## src/rtl/led_pkg.sv

```systemverilog
package led_pkg;
    typedef enum logic [1:0] {
        DISP_SINGLE  = 2'd0,
        DISP_BICOLOR = 2'd1,
        DISP_SPLIT   = 2'd2,
        DISP_LINKACT = 2'd3
    } disp_mode_e;

    typedef enum logic [1:0] {
        ACT_IDLE = 2'd0,
        ACT_DARK = 2'd1,
        ACT_LIT  = 2'd2
    } act_state_e;

    typedef enum logic {
        ST_SCAN  = 1'b0,
        ST_GRANT = 1'b1
    } scan_state_e;
endpackage

```

## src/rtl/led_tick_gen.sv

```systemverilog
module led_tick_gen #(
    parameter int DIV = 50000
) (
    input  logic clk,
    input  logic rst_n,
    output logic tick
);
    localparam int W = (DIV > 1) ? $clog2(DIV) : 1;

    logic [W-1:0] cnt;

    assign tick = (cnt == W'(DIV - 1));

    always_ff @(posedge clk or negedge rst_n) begin
        if (!rst_n)
            cnt <= '0;
        else if (tick)
            cnt <= '0;
        else
            cnt <= cnt + W'(1);
    end
endmodule

```

## src/rtl/led_port_ctrl.sv

```systemverilog
module led_port_ctrl
    import led_pkg::*;
#(
    parameter int HALF_GIG = 42,
    parameter int HALF_100 = 85,
    parameter int HALF_10  = 170,
    parameter int ACT_HALF = 40
) (
    input  logic       clk,
    input  logic       rst_n,
    input  logic       tick,
    input  disp_mode_e mode,
    input  logic       link,
    input  logic [1:0] speed,
    input  logic       act,
    output logic [1:0] led
);
    localparam int MAXH = (HALF_GIG > HALF_100) ?
                          ((HALF_GIG > HALF_10) ? HALF_GIG : HALF_10) :
                          ((HALF_100 > HALF_10) ? HALF_100 : HALF_10);
    localparam int BW = $clog2(MAXH + 1);
    localparam int AW = $clog2(ACT_HALF + 1);

    act_state_e    act_st, act_nx;
    logic [AW-1:0] act_cnt, cnt_nx;
    logic [BW-1:0] bcnt, half_lim;
    logic          phase;
    logic          is_gig, is_100, is_10, lit, busy;

    assign is_gig = speed[1];
    assign is_100 = (speed == 2'b01);
    assign is_10  = (speed == 2'b00);

    // stretcher next state
    always_comb begin
        act_nx = act_st;
        cnt_nx = act_cnt;
        if (!link) begin
            act_nx = ACT_IDLE;
            cnt_nx = '0;
        end else begin
            unique case (act_st)
                ACT_IDLE: begin
                    if (act) begin
                        act_nx = ACT_DARK;
                        cnt_nx = AW'(ACT_HALF);
                    end
                end
                ACT_DARK: begin
                    if (tick) begin
                        if (act_cnt == AW'(1)) begin
                            act_nx = ACT_LIT;
                            cnt_nx = AW'(ACT_HALF);
                        end else begin
                            cnt_nx = act_cnt - AW'(1);
                        end
                    end
                end
                ACT_LIT: begin
                    if (tick) begin
                        if (act_cnt == AW'(1)) begin
                            act_nx = ACT_IDLE;
                            cnt_nx = '0;
                        end else begin
                            cnt_nx = act_cnt - AW'(1);
                        end
                    end
                end
                default: begin
                    act_nx = ACT_IDLE;
                    cnt_nx = '0;
                end
            endcase
        end
    end

    // stretcher state register
    always_ff @(posedge clk or negedge rst_n) begin
        if (!rst_n) begin
            act_st  <= ACT_IDLE;
            act_cnt <= '0;
        end else begin
            act_st  <= act_nx;
            act_cnt <= cnt_nx;
        end
    end

    // speed-dependent blink phase
    always_comb begin
        if (is_gig)
            half_lim = BW'(HALF_GIG - 1);
        else if (is_100)
            half_lim = BW'(HALF_100 - 1);
        else
            half_lim = BW'(HALF_10 - 1);
    end

    always_ff @(posedge clk or negedge rst_n) begin
        if (!rst_n) begin
            bcnt  <= '0;
            phase <= 1'b1;
        end else if (!link) begin
            bcnt  <= '0;
            phase <= 1'b1;
        end else if (tick) begin
            if (bcnt >= half_lim) begin
                bcnt  <= '0;
                phase <= ~phase;
            end else begin
                bcnt <= bcnt + BW'(1);
            end
        end
    end

    // display decode
    assign lit  = (act_st != ACT_DARK);
    assign busy = (act_st != ACT_IDLE);

    always_comb begin
        led = 2'b00;
        if (link) begin
            unique case (mode)
                DISP_LINKACT: led = {is_gig, lit};
                DISP_SPLIT:   led = {~is_gig & lit, is_gig & lit};
                DISP_BICOLOR: led = {lit & (is_100 | is_10), lit & (is_gig | is_10)};
                DISP_SINGLE:  led = {1'b0, busy ? phase : 1'b1};
                default:      led = 2'b00;
            endcase
        end
    end
endmodule

```

## src/rtl/led_scan_fsm.sv

```systemverilog
module led_scan_fsm
    import led_pkg::*;
#(
    parameter int ROWS     = 3,
    parameter int SLOT_CYC = 5000
) (
    input  logic                  clk,
    input  logic                  rst_n,
    input  logic                  ee_req,
    input  logic [ROWS-1:0][1:0]  led_mat,
    output logic                  ee_gnt,
    output logic [ROWS-1:0]       row_n,
    output logic [1:0]            col_out,
    output logic                  col_oe
);
    localparam int RW = (ROWS > 1) ? $clog2(ROWS) : 1;
    localparam int SW = (SLOT_CYC > 1) ? $clog2(SLOT_CYC) : 1;

    scan_state_e   st, st_nx;
    logic [RW-1:0] row, row_nx;
    logic [SW-1:0] slot_cnt, slot_nx;
    logic          slot_end;

    assign slot_end = (slot_cnt == SW'(SLOT_CYC - 1));

    always_comb begin
        st_nx   = st;
        row_nx  = row;
        slot_nx = slot_cnt;
        unique case (st)
            ST_SCAN: begin
                if (slot_end) begin
                    slot_nx = '0;
                    row_nx  = (row == RW'(ROWS - 1)) ? '0 : row + RW'(1);
                    if (ee_req)
                        st_nx = ST_GRANT;
                end else begin
                    slot_nx = slot_cnt + SW'(1);
                end
            end
            ST_GRANT: begin
                if (!ee_req)
                    st_nx = ST_SCAN;
            end
            default: st_nx = ST_SCAN;
        endcase
    end

    always_ff @(posedge clk or negedge rst_n) begin
        if (!rst_n) begin
            st       <= ST_SCAN;
            row      <= '0;
            slot_cnt <= '0;
        end else begin
            st       <= st_nx;
            row      <= row_nx;
            slot_cnt <= slot_nx;
        end
    end

    always_comb begin
        unique case (st)
            ST_SCAN: begin
                ee_gnt  = 1'b0;
                row_n   = ~(ROWS'(1) << row);
                col_out = led_mat[row];
                col_oe  = 1'b1;
            end
            ST_GRANT: begin
                ee_gnt  = 1'b1;
                row_n   = '1;
                col_out = 2'b00;
                col_oe  = 1'b0;
            end
            default: begin
                ee_gnt  = 1'b0;
                row_n   = '1;
                col_out = 2'b00;
                col_oe  = 1'b0;
            end
        endcase
    end
endmodule

```

## src/rtl/led_matrix_ctrl.sv

```systemverilog
module led_matrix_ctrl
    import led_pkg::*;
#(
    parameter int NUM_PORTS = 3,
    parameter int TICK_DIV  = 50000,
    parameter int SLOT_CYC  = 5000,
    parameter int HALF_GIG  = 42,
    parameter int HALF_100  = 85,
    parameter int HALF_10   = 170,
    parameter int ACT_HALF  = 40
) (
    input  logic                   clk,
    input  logic                   rst_n,
    input  logic [1:0]             disp_strap,
    input  logic [NUM_PORTS-1:0]   port_link,
    input  logic [2*NUM_PORTS-1:0] port_speed,
    input  logic [NUM_PORTS-1:0]   port_act,
    input  logic                   ee_req,
    output logic                   ee_gnt,
    output logic [NUM_PORTS-1:0]   row_n,
    output logic [1:0]             col_out,
    output logic                   col_oe
);
    disp_mode_e                mode_q;
    logic                      tick;
    logic [NUM_PORTS-1:0][1:0] led_mat;

    // strap capture: follows the pin while reset is held, frozen afterwards
    always_ff @(posedge clk) begin
        if (!rst_n)
            mode_q <= disp_mode_e'(disp_strap);
    end

    led_tick_gen #(.DIV(TICK_DIV)) u_tick (
        .clk   (clk),
        .rst_n (rst_n),
        .tick  (tick)
    );

    for (genvar p = 0; p < NUM_PORTS; p++) begin : g_port
        led_port_ctrl #(
            .HALF_GIG (HALF_GIG),
            .HALF_100 (HALF_100),
            .HALF_10  (HALF_10),
            .ACT_HALF (ACT_HALF)
        ) u_port (
            .clk   (clk),
            .rst_n (rst_n),
            .tick  (tick),
            .mode  (mode_q),
            .link  (port_link[p]),
            .speed (port_speed[2*p +: 2]),
            .act   (port_act[p]),
            .led   (led_mat[p])
        );
    end

    led_scan_fsm #(
        .ROWS     (NUM_PORTS),
        .SLOT_CYC (SLOT_CYC)
    ) u_scan (
        .clk     (clk),
        .rst_n   (rst_n),
        .ee_req  (ee_req),
        .led_mat (led_mat),
        .ee_gnt  (ee_gnt),
        .row_n   (row_n),
        .col_out (col_out),
        .col_oe  (col_oe)
    );
endmodule

```

## config.mk

```make
export PLATFORM = sky130hd
export DESIGN_NAME = led_matrix_ctrl
export DESIGN_NICKNAME = d
export VERILOG_FILES = /design/src/rtl/led_pkg.sv /design/src/rtl/led_tick_gen.sv /design/src/rtl/led_port_ctrl.sv /design/src/rtl/led_scan_fsm.sv /design/src/rtl/led_matrix_ctrl.sv
export SDC_FILE = /design/constraint.sdc
export NUM_CORES = 1
export LEC_CHECK = 0
export CAP_MARGIN = 20
export CELL_PAD_IN_SITES_DETAIL_PLACEMENT = 1
export CELL_PAD_IN_SITES_GLOBAL_PLACEMENT = 2
export CORE_ASPECT_RATIO = 0.6
export CORE_MARGIN = 1.5
export CORE_UTILIZATION = 35
export CTS_CLUSTER_SIZE = 12
export DETAILED_ROUTE_END_ITERATION = 6
export DONT_BUFFER_PORTS = 1
export PLACE_DENSITY_LB_ADDON = 0.08
export SETUP_SLACK_MARGIN = 0.15
export SYNTH_ARGS = -nofsm -noshare
export SYNTH_HDL_FRONTEND = slang
export SYNTH_SLANG_ARGS = --single-unit
```

## constraint.sdc

```tcl
create_clock -name clk -period 1.9 [get_ports clk]
set_input_delay 0.095 -clock clk [delete_from_list [all_inputs] [get_ports clk]]
set_output_delay 0.095 -clock clk [all_outputs]
set_load 0.1 [all_outputs]
```

==> metrics.md, run 1 <==
| Metric | Value |
|---|---|
| Mean Syn Cell Area | 9.082 um^2 |
| Ys Warns | 0 |
| Antenna diode count | 0 |
| # DRC | 0 |
| Starting density of the core | 36.18% |
| DR pass1 iterations | 4 |
| Post-synth EDFFs | 2 |
| Drt initial violations | 191 |
| Critical path class | flop to primary output |
| Clk_skew | around 9 ps |
| Fmax | 422.8 MHz |
| Synthesized flop and latch total | 85 |
| Crit end category | primary output |
| Total die area | between 0.015 and 0.02 mm^2 |
| Maximum clock path buffer count | 2 |
| Via density | 5.537 |
| Clk Latency, worst-skew pair | 350 ps |
| Seq/Total Area, Yosys | approximately two fifths |
| Dpl ws | -126.9 ps |
| Status | complete, but fails checks |
| Final worst path period share | 124.5% |
| Max-Cap Viols | 0 |
| Placed cell area | about 0.006 mm^2 |
| Slew at the pin closest to its max-slew limit | 606.1 ps |
| Cell variety after synth | a little under 70 |
| Hold Crit Class | input pin to async pin |
| GRT overflow | 0 |
| Area of the core | 0.01463 mm^2 |
| Die Y | 98.28 um |
| Routed via count | roughly 5k |
| Post-synth top area share | 37.81% |
| Post-route insts no fill | 887 |
| Clk root buf | clkbuf_16 |
| RSZ-0062 raised after global routing | yes |
| Final net count | 737 |
| Final-report hold violation count | 83 |
| Row count | 34 |
| Most common cell in the netlist | dfrtp_1 |
| TritonCTS Buffers | 9 |
| Gp weighted congestion | 0.7811 |
| Final setup fails | 2 |
| # clock sinks | 85 |
| Finished Core Util | 52.75% |
| Startpoint Class | flop |
| Crit path max fanout | 4 |
| Max Slew Vio Count | 0 |
| Cells after Synth | 583 |
| Max rail drop VDD | between 300 and 400 uV |
| Post-placement cell count | between 800 and 900 |
| Final WL | between 15000 and 20000 um |
| Mapped Nets | 635 |
| Violated checks | negative hold slack, negative setup slack |
| First-pass GRT wire length | 27190 um |
| Crit path DAT | 2270 ps |
| Power Dens Cells | 581.6 mW/mm^2 |
| Synth top cells by count | 80 x dfrtp_1, 54 x o21ai_0, 53 x nand2_1, 41 x nor2_1, 35 x ha_1 |
| Pleak | 3.354 nW |
| Yosys top cell by area | dfrtp_1 |
| Syn Std Cell Area | 0.005295 mm^2 |
| Layout cells sized above 1 | between 30% and 40% |
| Async S/R FF share, synth | between 90 and 100% |
| ANT nets after route | 0 |
| Io pins | 24 |
| P&R area growth vs syn | 45.79% |
| Post-layout minimum cycle time | about 2400 ps |
| Required time of the critical path | 1800 ps |
| Synth Flop Type | dfrtp_1 |
| Port bufs | 0 |
| Worst Setup Slack, final | -465.1 ps |
| Die X | 161.8 um |
| Slew HR | 59.26% |
| H-tree levels | 3 |
| Hold_ws | -556.6 ps |
| Total GRT Usage | 21.58% |
| CTS tree | done |
| Vias in the first global route | 5173 |
| Final Instance Area | 0.007720 mm^2 |
| Post-DR wirelength/cell | a little under 20 um |
| Largest cells by area after synthesis | dfrtp_1 38%, ha_1 8.3%, o21ai_0 5.1% |
| Filler instances | around 1.6k |
| Maximum number of pins on one net before global-route repair | 85 |
| Worst-path clk slew | 70 ps |
| Detailed Place HPWL | 10840 um |
| Initial antenna violation count | 0 |
==> through the flow <==
stage | TNS [ps] | power (mW)
after CTS | -744.6 | 4.391
after global routing | -1338 | 4.696
final | -882.5 | 4.490
after global placement | -228.8 | 2.463
after detailed placement | -626.4 | 2.485
after floorplan | -997.9 | 2.310
==> routing by layer <==
metal	global-route usage, %	vias to the layer above	share of wire, %
met4	4.869	0	0.88
met5	0	-	0
met3	4.078	11	2.9
met1	30.57	2511	49
met2	34.20	60	47
li1	-	2329	-
==> area by class of cell <==
cell class	count	area, um^2	area share, %
clock buffers	13	281.5	3.647
clock inverters	2	15.01	0.1945
inverters	29	112.6	1.459
multi-input cells	452	3864	50.05
flip-flops and latches	85	2145	27.78
well taps	198	247.7	3.209
repair buffers	108	1055	13.66
==> power by group <==
part,switching [mW],internal [mW],leakage (nW)
sequential,0.0706,1.87,1.12
clock,0.741,1.03,0.139
combinational,0.408,0.364,2.10
total,1.22,3.27,3.35
==> flip-flops by register name, summed over array words and instances (netlist names) <==
register	flops
g_port.u_port.bcnt	24
u_scan.slot_cnt	13
u_tick.cnt	16
g_port.u_port.act_cnt	18
g_port.u_port.act_st	6
u_scan.row	2
u_scan.st	1
g_port.u_port.phase	3
mode_q	2
==> kinds of logic after synthesis <==
family	Yosys count	share of synthesized area, %
mux	4	0.8978
xor+xnor	23	3.804
simple gates	239	24.36
flops	85	40.43
fa+ha+maj	35	8.270
buf+inv	47	3.780
compound gates	150	18.45
==> worst max-delay path, stage by stage (launching register included) <==
cell      delay, ps
edfxtp_1        400
buf_4           160
ha_2            210
nand2b_4        170
or3_1           330
a21oi_2         150
a311oi_2         80
a211oi_4        220
buf_12          210
==> what timing repair did <==
action	CTS	global route
resized for setup	119	121
endpoints found under the hold margin	104	85
hold buffers	10	2
setup buffers	13	16
pin swaps	38	60
gates cloned	3	1
setup endpoints to repair	50	57
==> path summary, 6_finish.rpt <==
kind	start	endpoint	slack, ps	depth (start not counted)
worst min-delay path	rst_n	g_port[2].u_port.act_cnt[0]	-560	0
worst max-delay path	mode_q[1]	col_out[1]	-470	8
worst max register to register	u_tick.cnt[12]	g_port[2].u_port.bcnt[3]	50	6
max in group asynchronous	rst_n	g_port[0].u_port.phase	2230	0
worst min register to register	u_tick.cnt[2]	u_tick.cnt[2]	500	1
min in group clk	port_link[2]	g_port[2].u_port.bcnt[1]	10	3
==> cell usage in the layout (no fill, tap or decap), types with 5 or more instances in the layout <==
master	count
dfrtp_1	79
buf_4	62
nand2_1	40
nor2_1	33
nand3_1	26
ha_1	25
buf_6	25
inv_1	24
o21ai_1	24
o21ai_2	22
o21ai_0	14
xor2_1	13
dlygate4sd3_1	12
nor2b_1	11
and3_1	11
clkbuf_16	11
nand2b_1	10
xnor2_1	10
a21oi_1	9
a21oi_2	9
nor3_1	9
a22o_1	9
nand4_1	7
nor2_4	7
and2_4	7
or2_2	6
and2_1	6
o31ai_4	6
o2bb2ai_2	6
ha_4	6
buf_12	6
o21a_1	5
nand2_2	5
nand2_4	5
(Power assumes the default switching activity.)
==> inputs of run 2 (changes only) <==
- CAP_MARGIN: 20 -> 40
- CELL_PAD_IN_SITES_DETAIL_PLACEMENT: 1 -> 0
- CELL_PAD_IN_SITES_GLOBAL_PLACEMENT: 2 -> 1
- REMOVE_ABC_BUFFERS: unset -> 1
==> metrics.md, run 2 (synthesis results as in run 1) <==
| Metric | Value |
|---|---|
| H-tree levels | 3 (unchanged) |
| Gp weighted congestion | 0.7965 (+2.0%) |
| Largest stage delay, worst path | 390 ps (about the same) |
| DR top layer | met4 |
| Drt initial violations | 208 (+8.9%) |
| Clk_skew | 8.449 ps (-0.5516 ps) |
| Status | complete, but fails checks |
| Met3 WL | 449 um (-11%) |
| P&R area growth vs syn | 41.52% |
| Comb power frac | 15.9% (-1.3 points) |
| Slew at the pin closest to its max-slew limit | 459.5 ps (-146.6 ps) |
| Worst Setup Slack, final | -377.7 ps (+87.42 ps) |
| Layout cells sized above 1 | 34.20% (-4.6 points) |
| Final-report hold violation count | 83 (unchanged) |
| WP depth | 8 (unchanged) |
| Startpoint Class | flop |
| CTS tree | done |
| Die Y | 98.28 um (unchanged) |
| Total GRT Usage | 19.37% (-2.2 points) |
| Crit-path leading delay family | compound AO/OA/AOI/OAI gates |
| GRT overflow | 0 (unchanged) |
| Port bufs | 0 (unchanged) |
| Slew HR | 69.37% (+10 points) |
| Metal1 wirelength | 7730 um (-8.2%) |
| Final worst path period share | 119.9% (-4.6 points) |
| Hold buffers post-CTS | 10 (unchanged) |
| Placed cell area | 0.006162 mm^2 (+1.2%) |
| Max Slew Vio Count | 0 (unchanged) |
| Pint | 3.325 mW (+1.7%) |
| Die X | 161.8 um (unchanged) |
| Maximum clock path buffer count | 2 (unchanged) |
| DR WL met2 | 6517 um (-19%) |
| Final net count | 743 (+0.81%) |
| First-pass GRT wire length | 24330 um (-11%) |
| Total die area | 0.01590 mm^2 (unchanged) |
| Worst-path clk slew | 60 ps (about the same) |
| Starting density of the core | 36.18% (unchanged) |
| Via density | 5.237 (-5.4%) |
| Most common cell after layout, fill and taps aside | dfrtp_1 |
| Net Sw Frac | 25.89% (-1.3 points) |
| Clock power share | 40.9% (+1.4 points) |
| Required time of the critical path | 1800 ps (about the same) |
| Post-DR wirelength/cell | 16.55 um (-14%) |
| Biggest registers after layout | g_port.u_port.bcnt x24, g_port.u_port.act_cnt x18, u_tick.cnt x16 |
| Routed via count | 4682 (-4.7%) |
| Cells along the critical path | inv_1 -> ha_1 -> nand2b_1 -> or3_1 -> a21oi_1 -> a311oi_1 -> a211oi_4 -> buf_12 |
| DR pass1 iterations | 4 (unchanged) |
| Post-layout minimum cycle time | 2278 ps (-87.42 ps) |
| Final Instance Area | 0.007493 mm^2 (-2.9%) |
| RR Startpoint | g_port[1].u_port.bcnt[0] |
| Filler instances | 1376 (-14%) |
| Hold Crit Class | input pin to async pin |
| Reg2Reg Depth | 9 (+3) |
| Power Dens Cells | 598.8 mW/mm^2 (+3.0%) |
| Crit end category | primary output |
| Final setup fails | 2 (unchanged) |
| Share of total power in sequential cells | 43.2% (about the same) |
| Io pins | 24 (unchanged) |
| Area of the core | 0.01463 mm^2 (unchanged) |
| Final WL | 14800 um (-14%) |
| Violated checks | negative hold slack, negative setup slack |
| Critical path class | flop to primary output |
| Most frequent cells in the layout | 79 x dfrtp_1, 74 x buf_4, 45 x nand2_1, 35 x nor2_1, 29 x nand3_1 |
| Vias in the first global route | 4658 (-10%) |
| Max-Cap Viols | 0 (unchanged) |
| TritonCTS Buffers | 9 (unchanged) |
| Maximum number of pins on one net before global-route repair | 85 (unchanged) |
| Detailed Place HPWL | 9542 um (-12%) |
| RR Endpoint | g_port[1].u_port.bcnt[5] |
| Row count | 34 (unchanged) |
| Fmax | 439.0 MHz (+3.8%) |
| CP max-delay cell | edfxtp_1 |
| Pleak | 3.317 nW (-1.1%) |
| RSZ-0062 raised after global routing | yes |
| Setup TNS | -754.7 ps (+127.8 ps) |
| Antenna diode count | 0 (unchanged) |
| Max rail drop VDD | 369.3 uV (-4.4%) |
| Net Switching | 1.162 mW (-4.7%) |
| Clk root buf | clkbuf_16 |
| # DRC | 0 (unchanged) |
| Reg with most FFs | g_port.u_port.bcnt |
| Max reg flops | 24 (unchanged) |
| Initial antenna violation count | 0 (unchanged) |
| Clk Latency, worst-skew pair | 340 ps (about the same) |
| Crit path max fanout | 3 (-1) |
| Reg-to-reg slack, setup | 30 ps (-20 ps) |
| Hold_ws | -548.2 ps (+8.366 ps) |
| Critical path buffers and inverters | 2 (unchanged) |
| # clock sinks | 85 (unchanged) |
| ANT nets after route | 0 (unchanged) |
| Crit path DAT | 2180 ps (-90 ps) |
-- run 2: per-stage QoR --
stage / util (%) / power, mW / hold slack (ps) / setup WS, ps / cells
after floorplan: - / 2.271 / -200.6 / -1824 / 565
after global placement: 42.11 / 2.477 / -196.7 / -139.9 / 846
after detailed placement: 42.11 / 2.483 / -196.8 / -184.4 / 846
after CTS: 48.09 / 4.446 / -567.4 / -387.8 / 882
after global routing: 51.21 / 4.700 / -573.4 / -475.6 / 894
final: 51.21 / 4.487 / -548.2 / -377.7 / 894
-- run 2: what timing repair did --
| action | 4_1_cts | 5_1_grt |
|---|---|---|
| setup buffers | 8 | 12 |
| pin swaps | 41 | 45 |
| gates resized for setup | 110 | 89 |
| endpoints found under the hold margin | 107 | 83 |
| cloned | 2 | 0 |
| setup endpoints to repair | 55 | 59 |
-- run 2: worst max path at each step --
| stage | start | to | slack (ps) |
|---|---|---|---|
| finish | mode_q[0] | col_out[1] | -380 |
| global route | mode_q[0] | col_out[1] | -480 |
| CTS | mode_q[0] | col_out[1] | -390 |
| detailed placement | mode_q[0] | col_out[0] | -180 |
| global placement | mode_q[0] | col_out[0] | -140 |
| floorplan | mode_q[0] | col_out[1] | -1820 |
-- run 2: per-layer routing --
layer | vias up | GRT usage, %
li1 | 2350 | -
met1 | 2268 | 29.10
met2 | 54 | 29.02
met3 | 10 | 3.611
met4 | 0 | 3.599
met5 | - | 0
-- run 2: layout make-up --
type | count | area (um^2) | area share (%)
Multi-Input combinational cell | 451 | 3608 | 48.15
Sequential cell | 85 | 2142 | 28.59
Timing Repair Buffer | 115 | 1081 | 14.43
Clock buffer | 13 | 260.3 | 3.473
Tap cell | 198 | 247.7 | 3.306
Inverter | 29 | 108.9 | 1.453
Clock inverter | 3 | 45.04 | 0.6011
-- run 2: power groups by stage --
stage	clock [mW]	combinational, mW	sequential [mW]
after floorplan	0	0.311	1.96
after global placement	0	0.520	1.96
after detailed placement	0	0.524	1.96
after CTS	1.90	0.620	1.93
after global routing	1.96	0.786	1.95
final	1.83	0.715	1.94
==> inputs of run 3 (changes only) <==
- ABC_AREA: unset -> 0
- CTS_CLUSTER_DIAMETER: unset -> 100
- clock period: 1.9 -> 2.5 ns (I/O delays scaled with it)
==> metrics.md, run 3 (synthesis results as in run 1) <==
| Metric | Value |
|---|---|
| Vias in the first global route | 4024 (-14%) |
| Setup Fix Bufs, Post-CTS | 0 (-8) |
| Detailed Place HPWL | 9209 um (-3.5%) |
| Max Slew Vio Count | 0 (unchanged) |
| RR Endpoint | g_port[2].u_port.bcnt[0] |
| # DRC | 0 (unchanged) |
| Crit path DAT | 2250 ps (+70 ps) |
| Clk root buf | clkbuf_16 |
| Biggest registers after layout | g_port.u_port.bcnt x24, g_port.u_port.act_cnt x18, u_tick.cnt x16 |
| Post-placement cell count | 779 (-7.9%) |
| TritonCTS Buffers | 9 (unchanged) |
| Final worst path period share | 94.98% |
| Hold Crit Class | input pin to flop |
| Met3 global-route usage | 3.781% (+0.17 points) |
| Critical path class | flop to primary output |
| Reg-to-reg slack, setup | 340 ps (+310 ps) |
| Most frequent cells in the layout | 80 x dfrtp_1, 53 x nand2_1, 53 x o21ai_0, 41 x nor2_1, 33 x ha_1 |
| Io pins | 24 (unchanged) |
| RSZ-0062 raised after global routing | yes |
| Antenna diode count | 0 (unchanged) |
| GRT overflow | 0 (unchanged) |
| DR pass1 iterations | 6 (+2) |
| Worst-path clk slew | 70 ps (about the same) |
| Max reg flops | 24 (unchanged) |
| ANT nets after route | 0 (unchanged) |
| Post-layout minimum cycle time | 2374 ps |
| Reg2Reg Depth | 7 (-2) |
| Post-DR wirelength/cell | 16.14 um (-2.5%) |
| Required time of the critical path | 2380 ps (+580 ps) |
| Clk Latency, worst-skew pair | 340 ps (about the same) |
| Final-report hold violation count | 0 (-100%) |
| RR Startpoint | g_port[2].u_port.bcnt[0] |
| Finished Core Util | 42.18% (-9.0 points) |
| Layout cells sized above 1 | 9.539% (-25 points) |
| Total GRT Usage | 17.17% (-2.2 points) |
| # clock sinks | 85 (unchanged) |
| Pleak | 2.726 nW (-18%) |
| Die X | 161.8 um (unchanged) |
| Crit path max fanout | 9 (+6) |
| Starting density of the core | 36.18% (unchanged) |
| Area of the core | 0.01463 mm^2 (unchanged) |
| Maximum clock path buffer count | 2 (unchanged) |
| First-pass GRT wire length | 21450 um (-12%) |
| Max rail drop VDD | 311.0 uV (-16%) |
| Clk_skew | 10.35 ps (+1.906 ps) |
| Drt initial violations | 269 (+29%) |
| H-tree levels | 3 (unchanged) |
| Most common cell after layout, fill and taps aside | dfrtp_1 |
| Routed via count | 4310 (-7.9%) |
| Final WL | 13010 um (-12%) |
| M1 GR Usage | 27.27% (-1.8 points) |
| Max-Cap Viols | 0 (unchanged) |
| Port bufs | 0 (unchanged) |
| Total die area | 0.01590 mm^2 (unchanged) |
| Row count | 34 (unchanged) |
| Worst Hold Depth | 3 |
| Final setup fails | 0 (-2) |
| Hold path startpoint | port_link[0] |
| Crit end category | primary output |
| Filler instances | 1423 (+3.4%) |
| Reg with most FFs | g_port.u_port.bcnt |
| Die Y | 98.28 um (unchanged) |
| Fmax | ~420 MHz |
| Met2 Resource Use GR | 23.44% (-5.6 points) |
| Initial antenna violation count | 0 (unchanged) |
| Slew at the pin closest to its max-slew limit | 657.9 ps (+198.4 ps) |
| Gp weighted congestion | 0.7773 (-2.4%) |
| Post-route insts no fill | 806 (-9.8%) |
| Power Dens Cells | 577.4 mW/mm^2 (-3.6%) |
| Timing startpoint of the critical path | mode_q[0] |
| Slew HR | 55.85% (-14 points) |
| Via density | 5.347 (+2.1%) |
| CTS tree | done |
| Startpoint Class | flop |
| Maximum number of pins on one net before global-route repair | 85 (unchanged) |
| Most Crowded Layer GR | met1 |
| P&R area growth vs syn | 16.56% |
| Final net count | 655 (-12%) |
| Hold Path End | g_port[0].u_port.bcnt[1] |
| Status | finished clean |
-- run 3: changes by cell type in the layout (fill, tap and decap cells not counted), moves of 6 or more --
cell / before / now
o2bb2ai_1: 0 / 6
and2_1: 7 / 13
and2_4: 6 / 0
o2bb2ai_2: 6 / 0
buf_6: 22 / 0
nor2_1: 35 / 41
o21ai_1: 20 / 8
nand2_1: 45 / 53
ha_4: 6 / 0
buf_4: 74 / 12
ha_1: 27 / 33
o21ai_2: 20 / 0
o21ai_0: 20 / 53
nor2_4: 7 / 0
-- run 3: cell type report --
| cell class | instances | area [um^2] | area share [%] |
|---|---|---|---|
| multi-input combinational | 451 | 2990 | 48.45 |
| clock inverter | 5 | 128.9 | 2.088 |
| clock buffer | 11 | 252.7 | 4.095 |
| sequential | 85 | 2141 | 34.68 |
| inverter | 29 | 108.9 | 1.764 |
| tap | 198 | 247.7 | 4.014 |
| timing repair buffer | 27 | 302.8 | 4.906 |
-- run 3: how the worst max path moves through the flow --
stage / slack [ps] / to
after floorplan: -1250 / col_out[1]
after global placement: 390 / col_out[0]
after detailed placement: 360 / g_port[2].u_port.bcnt[0]
after CTS: 130 / col_out[1]
after global routing: 10 / col_out[1]
final: 130 / col_out[1]
-- run 3: what timing repair did --
item,in CTS,in global routing
endpoints found under the setup margin,2,2
gates resized for setup,5,3
hold buffers,11,0
endpoints found under the hold margin,102,0
cloned,0,0
pin swaps,3,1
-- run 3: report_power, final --
part / switching (mW) / total, mW / leakage [nW] / internal [mW]
sequential: 0.0601 / 1.48 / 1.12 / 1.42
clock: 0.582 / 1.72 / 0.186 / 1.14
combinational: 0.210 / 0.361 / 1.42 / 0.151
-- run 3: per-stage QoR --
stage	area [um^2]	TNS (ps)	worst slack (ps)	hold slack (ps)	total power, mW
after global routing	6172	0	11.56	44.87	3.708
after detailed placement	5647	0	362.3	-168.3	1.816
after CTS	6165	0	130.7	31.52	3.607
final	6172	0	125.5	41.12	3.564
after floorplan	5204	-3207	-1254	-170.6	1.726
after global placement	5647	0	388.9	-166.5	1.811
-- run 3: worst max-delay path, stage by stage (launching register included) --
cell,delay [ps]
edfxtp_1,420
ha_2,280
nand2b_1,200
or3_1,310
a21oi_1,150
a311oi_1,90
a211oi_4,230
buf_12,210
-- run 3: per-layer routing --
layer | part of all wire, % | vias up
li1 | - | 2157
met1 | 56 | 2085
met2 | 40 | 60
met3 | 3.2 | 8
met4 | 0.61 | 0
met5 | 0 | -
